**src/rtl/iop_pkg.sv**
```systemverilog
package iop_pkg;
    localparam int BANK_BITS = 8;
    localparam int IDX_W     = 3;

    typedef enum logic [1:0] {
        KIND_NONE = 2'd0,
        KIND_OUT  = 2'd1,
        KIND_IN   = 2'd2,
        KIND_CAP  = 2'd3
    } bank_kind_e;
endpackage

```
**src/rtl/iop_decode.sv**
```systemverilog
module iop_decode
    import iop_pkg::*;
#(
    parameter int ADDR_W = 8,
    parameter int N_OUT  = 2,
    parameter int N_IN   = 4
) (
    input  logic [ADDR_W-1:0]       addr,
    output bank_kind_e              kind,
    output logic [ADDR_W-IDX_W-1:0] sel,
    output logic [IDX_W-1:0]        idx
);
    localparam int SEL_W   = ADDR_W - IDX_W;
    localparam int IN_BASE = N_OUT;
    localparam int CAP_NUM = N_OUT + N_IN;

    int bank;

    always_comb begin
        bank = int'(addr[ADDR_W-1:IDX_W]);
        idx  = addr[IDX_W-1:0];
        kind = KIND_NONE;
        sel  = '0;
        if (bank < N_OUT) begin
            kind = KIND_OUT;
            sel  = SEL_W'(bank);
        end else if (bank < CAP_NUM) begin
            kind = KIND_IN;
            sel  = SEL_W'(bank - IN_BASE);
        end else if (bank == CAP_NUM) begin
            kind = KIND_CAP;
        end
    end
endmodule

```
**src/rtl/iop_sync2.sv**
```systemverilog
module iop_sync2 (
    input  logic clk,
    input  logic rst_n,
    input  logic d,
    output logic q
);
    typedef struct packed {
        logic s1;
        logic s2;
    } sync_t;

    sync_t st_d, st_q;

    always_comb begin
        st_d.s1 = d;
        st_d.s2 = st_q.s1;
    end

    always_ff @(posedge clk) begin
        if (!rst_n) st_q <= '0;
        else        st_q <= st_d;
    end

    assign q = st_q.s2;
endmodule

```
**src/rtl/iop_bit_bank.sv**
```systemverilog
module iop_bit_bank
    import iop_pkg::*;
(
    input  logic                 clk,
    input  logic                 rst_n,
    input  logic                 we,
    input  logic [IDX_W-1:0]     idx,
    input  logic                 din,
    output logic [BANK_BITS-1:0] q
);
    typedef struct packed {
        logic [BANK_BITS-1:0] cells;
    } bank_t;

    bank_t bk_d, bk_q;

    always_comb begin
        bk_d = bk_q;
        if (we) bk_d.cells[idx] = din;
    end

    always_ff @(posedge clk) begin
        if (!rst_n) bk_q <= '0;
        else        bk_q <= bk_d;
    end

    assign q = bk_q.cells;
endmodule

```
**src/rtl/iop_bit_port.sv**
```systemverilog
module iop_bit_port
    import iop_pkg::*;
#(
    parameter int ADDR_W = 8,
    parameter int DATA_W = 16,
    parameter int N_OUT  = 2,
    parameter int N_IN   = 4
) (
    input  logic                   clk,
    input  logic                   rst_n,
    input  logic [ADDR_W-1:0]      bus_addr,
    input  logic                   bus_wr,
    input  logic                   bus_rd,
    input  logic [DATA_W-1:0]      bus_wdata,
    output logic [DATA_W-1:0]      bus_rdata,
    output logic                   rd_hit,
    input  logic [N_IN*8-1:0]      in_pins,
    input  logic                   cap_in,
    output logic [N_OUT*8-1:0]     out_bits
);
    localparam int SEL_W    = ADDR_W - IDX_W;
    localparam int IN_W     = N_IN * BANK_BITS;
    localparam int IN_IDX_W = (IN_W > 1) ? $clog2(IN_W) : 1;

    typedef struct packed {
        logic [DATA_W-1:0] rdata;
        logic              hit;
    } rd_t;

    bank_kind_e           kind;
    logic [SEL_W-1:0]     sel;
    logic [IDX_W-1:0]     idx;
    logic                 cap_s;
    logic [BANK_BITS-1:0] cap_cells;
    logic [IN_IDX_W-1:0]  in_flat;
    logic                 rd_bit;
    logic                 rd_ok;
    rd_t                  rd_d, rd_q;

    iop_decode #(.ADDR_W(ADDR_W), .N_OUT(N_OUT), .N_IN(N_IN)) u_dec (
        .addr (bus_addr),
        .kind (kind),
        .sel  (sel),
        .idx  (idx)
    );

    generate
        for (genvar g = 0; g < N_OUT; g++) begin : g_out
            logic we_g;
            assign we_g = bus_wr && (kind == KIND_OUT) && (sel == SEL_W'(g));
            iop_bit_bank u_bank (
                .clk   (clk),
                .rst_n (rst_n),
                .we    (we_g),
                .idx   (idx),
                .din   (bus_wdata[0]),
                .q     (out_bits[g*BANK_BITS +: BANK_BITS])
            );
        end
    endgenerate

    iop_sync2 u_sync (
        .clk   (clk),
        .rst_n (rst_n),
        .d     (cap_in),
        .q     (cap_s)
    );

    logic cap_we;
    assign cap_we = bus_wr && (kind == KIND_CAP);

    iop_bit_bank u_cap (
        .clk   (clk),
        .rst_n (rst_n),
        .we    (cap_we),
        .idx   (idx),
        .din   (cap_s),
        .q     (cap_cells)
    );

    always_comb begin
        in_flat = IN_IDX_W'(int'(sel) * BANK_BITS + int'(idx));
        rd_bit  = 1'b0;
        rd_ok   = 1'b0;
        case (kind)
            KIND_IN: begin
                rd_bit = in_pins[in_flat];
                rd_ok  = 1'b1;
            end
            KIND_CAP: begin
                rd_bit = cap_cells[idx];
                rd_ok  = 1'b1;
            end
            default: ;
        endcase

        rd_d = '0;
        if (bus_rd) begin
            rd_d.rdata[0] = rd_bit;
            rd_d.hit      = rd_ok;
        end
    end

    always_ff @(posedge clk) begin
        if (!rst_n) rd_q <= '0;
        else        rd_q <= rd_d;
    end

    assign bus_rdata = rd_q.rdata;
    assign rd_hit    = rd_q.hit;
endmodule

```
**config.mk**
```make
export PLATFORM = sky130hd
export DESIGN_NAME = iop_bit_port
export DESIGN_NICKNAME = d
export VERILOG_FILES = /design/src/rtl/iop_pkg.sv /design/src/rtl/iop_decode.sv /design/src/rtl/iop_sync2.sv /design/src/rtl/iop_bit_bank.sv /design/src/rtl/iop_bit_port.sv
export SDC_FILE = /design/constraint.sdc
export NUM_CORES = 1
export LEC_CHECK = 0
export ABC_AREA = 1
export BUFFER_PORTS_ARGS = -buffer_cell sky130_fd_sc_hd__buf_2
export CORE_MARGIN = 2
export CORE_UTILIZATION = 25
export DETAILED_ROUTE_END_ITERATION = 7
export PLACE_DENSITY = 0.6
export SLEW_MARGIN = 20
export SYNTH_ARGS = -nofsm -noshare
export SYNTH_HDL_FRONTEND = slang
export SYNTH_SLANG_ARGS = --single-unit
```
**constraint.sdc**
```tcl
create_clock -name clk -period 1.8 [get_ports clk]
set_input_delay 0.36 -clock clk [delete_from_list [all_inputs] [get_ports clk]]
set_output_delay 0.36 -clock clk [all_outputs]
set_load 0.005 [all_outputs]
```
==> flow_metrics.tcl <==
set metrics [dict create \
    outcome "finished clean" \
    setup_violations 0 \
    fin_nets 446 \
    async_reset_ff_share_pct 0 \
    start_kind "input pin" \
    final_area_um2 2410 \
    synth_top_family_by_area "simple AND/OR/NAND/NOR gates" \
    num_io_pins 94 \
    place_hpwl_um 3778 \
    root_buffer "clkbuf_8" \
    grt_max_degree 17 \
    cts_tree "done" \
    r2r-end "bus_rdata[0]" \
    clk_latency_ns 0.28 \
    synth_area_leaders "dfxtp_1 30%, nand2_1 18%, nand3_1 9.8%" \
    fillCellCount 820 \
    final_cell_mix "89 x nand2_1, 63 x buf_2, 46 x inv_1, 37 x nand3_1, 28 x dfxtp_1" \
    cpLargestDelayFamily "buffers and inverters" \
    min_period_ns 1.587 \
    die_w_um 90.96 \
    holdPathStages 3 \
    htree_levels 1 \
    vias 2081 \
    post_cts_buffers 0 \
    routed_via_density 4.335 \
    whs_endpoint "u_sync.st_d[0]" \
    wl_per_cell_um 10.00 \
    cts_buffers 3 \
    worstPathCellList "buf_2 -> buf_4 -> ha_1 -> inv_1 -> o21ai_1 -> nor2_2 -> inv_2 -> nor3b_4 -> buf_12 -> nand3_1 -> a21oi_1" \
    core_area_um2 7292 \
    finalWirelength_um 4800 \
    synth.largest_area_cell "dfxtp_1" \
    reg2reg_slack_ns 0.88 \
    synthCells 311 \
    yosysWarnings 0 \
    synth-xor-area-share_pct 0 \
    tightest_slew_ns 0.5089 \
    worstReg2RegStart "u_cap.q[7]" \
    rows 31 \
    r2r_cells 4 \
    hp-start "cap_in" \
    gp_congestion 0.8158 \
    ys_seq_elements 28 \
    synth_compound_area_share_pct 13.10 \
    critical_path.slowest_cell "nor3b_4" \
    cp_max_fo 16 \
    placed_area_um2 2369 \
    synth_cell_types 25 \
    clk_path_buf_depth 2 \
    finalClockSkew_ns 0.007531 \
    clock.fmax_mhz 630.1 \
    synth_top_flop_cell "dfxtp_1" \
    critPathKind "in -> reg" \
    cap_violations 0 \
    synth_top_area_share_pct 29.65 \
    cpPeakStageDelay_ns 0.23 \
    initial_core_util_pct 25.93 \
    grt_pass1_vias 1925 \
    holdBufCountCts 0 \
    die_h_um 90.96 \
    path_clk_slew_ns 0.09 \
    ctsResizeCount 0 \
    cp.depth 11 \
    crit_path_end_kind "register" \
    drive_gt1_share_pct 24.15 \
    synth-seq-area-share_pct 29.65 \
    synthToLayoutAreaGrowth_pct 27.47 \
    hold_viol 0 \
    hold_class "in -> reg" \
    path_buf_inv 5 \
    rsz0062_at_grt "false" \
    mostFrequentLayoutCell "nand2_1" \
    gr-total-overflow 0 \
    fin_crit_sh_pct 88.16 \
    yosys.area_share.simple_pct 37.19 \
    setup_tns_ns 0 \
    synthMuxAreaShare_pct 0 \
    drv_slew 0 \
    worst-endpoint-required_ns 2.00 \
    ant_nets 0 \
    power.density_nw_per_um2 501.5 \
    grt_antenna_before_repair 0 \
    ir_worst_vdd_uv 248.3 \
    p_leak_nw 1.237 \
    drt_iter0_markers 87 \
    synth_edf_count 0 \
    dieArea_um2 8274 \
    drcViolationCount 0 \
    slew_headroom_pct 66.03 \
    cts.sink_count 28 \
    dr.pass1.iters 4 \
    grt_pass1_wl_um 8224 \
    syn_area_um2 1891 \
    port_buffers 63 \
    diodes 0 \
    synthAdderAreaFrac_pct 1.324 \
    crit_arrival_ns 1.79 \
    synth.avg_cell_area_um2 6.079 \
    grt_usage_pct 11.67 \
]
-- tightest hold or removal path, stage by stage --
cell and delay (ns):
buf_2 0.08, nand2_1 0.04, inv_1 0.04
-- cells by family (layout without fill, tap and decap cells) --
| family | count (synthesis) | in the layout |
|---|---|---|
| simple gates | 157 | 157 |
| buf+inv | 75 | 131 |
| compound gates | 48 | 48 |
| flops | 28 | 28 |
| fa+ha+maj | 2 | 2 |
| other cells | 1 | 15 |
-- where the power goes --
part,internal (W),switching (W),total [W]
clock network,0.000151,0.000191,0.000342
logic,0.0000976,0.000145,0.000242
registers,0.000622,0.00000278,0.000625
-- per-stage QoR --
stage | setup WS, ns | hold WS [ns] | std cells | total power, W | utilization, %
finish | 0.2130 | 0.2647 | 480 | 0.001209 | 33.05
global route | 0.04731 | 0.2691 | 480 | 0.001281 | 33.05
CTS | 0.2063 | 0.2657 | 480 | 0.001224 | 33.05
detailed placement | -0.08091 | 0.4072 | 477 | 0.0008836 | 32.48
global placement | -0.07201 | 0.4046 | 477 | 0.0008817 | 32.48
floorplan | 0.07649 | 0.3905 | 325 | 0.0008009 | -
-- cell type report --
class,instances,area (um^2),share of cell area (%)
multi-input cells,222,1032,42.83
flip-flops and latches,28,560.5,23.26
repair buffers,81,475.5,19.73
inverters,47,176.4,7.321
well taps,99,123.9,5.140
clock buffers,3,41.29,1.713
-- state kept, by name, summed over array words and instances, names as in the netlist --
| signal | cells |
|---|---|
| rd_hit | 1 |
| u_sync.st_d | 1 |
| u_cap.q | 8 |
| g_out.u_bank.q | 16 |
| u_sync.q | 1 |
| bus_rdata | 1 |
-- worst max path at each step --
stage	end	from
2_1_floorplan	g_out[1].u_bank.q[6]	bus_addr[4]
3_3_place_gp	g_out[1].u_bank.q[3]	bus_addr[4]
3_5_place_dp	g_out[1].u_bank.q[0]	bus_addr[4]
4_1_cts	g_out[1].u_bank.q[0]	bus_addr[4]
5_1_grt	g_out[0].u_bank.q[5]	bus_addr[4]
6_report	g_out[1].u_bank.q[0]	bus_addr[4]
-- synth_stat cells (2+ instances only) --
cell type  instances
a21oi_1           27
nand2_1           89
buf_4             15
clkbuf_1          10
o22ai_1            4
nand3_1           37
dfxtp_1           28
nand4_1            3
nor2_1            21
inv_1             46
nor2_2             2
ha_1               2
o21ai_0           15
-- per-layer routing --
| layer | vias to the layer above | share of wire, % | global-route usage, % |
|---|---|---|---|
| met4 | 0 | 1.0 | 2.904 |
| met5 | - | 0 | 0 |
| met3 | 6 | 4.2 | 1.743 |
| li1 | 1093 | - | - |
| met2 | 45 | 49 | 21.67 |
| met1 | 937 | 46 | 13.96 |
No activity file was read; power rests on OpenSTA's default activity.
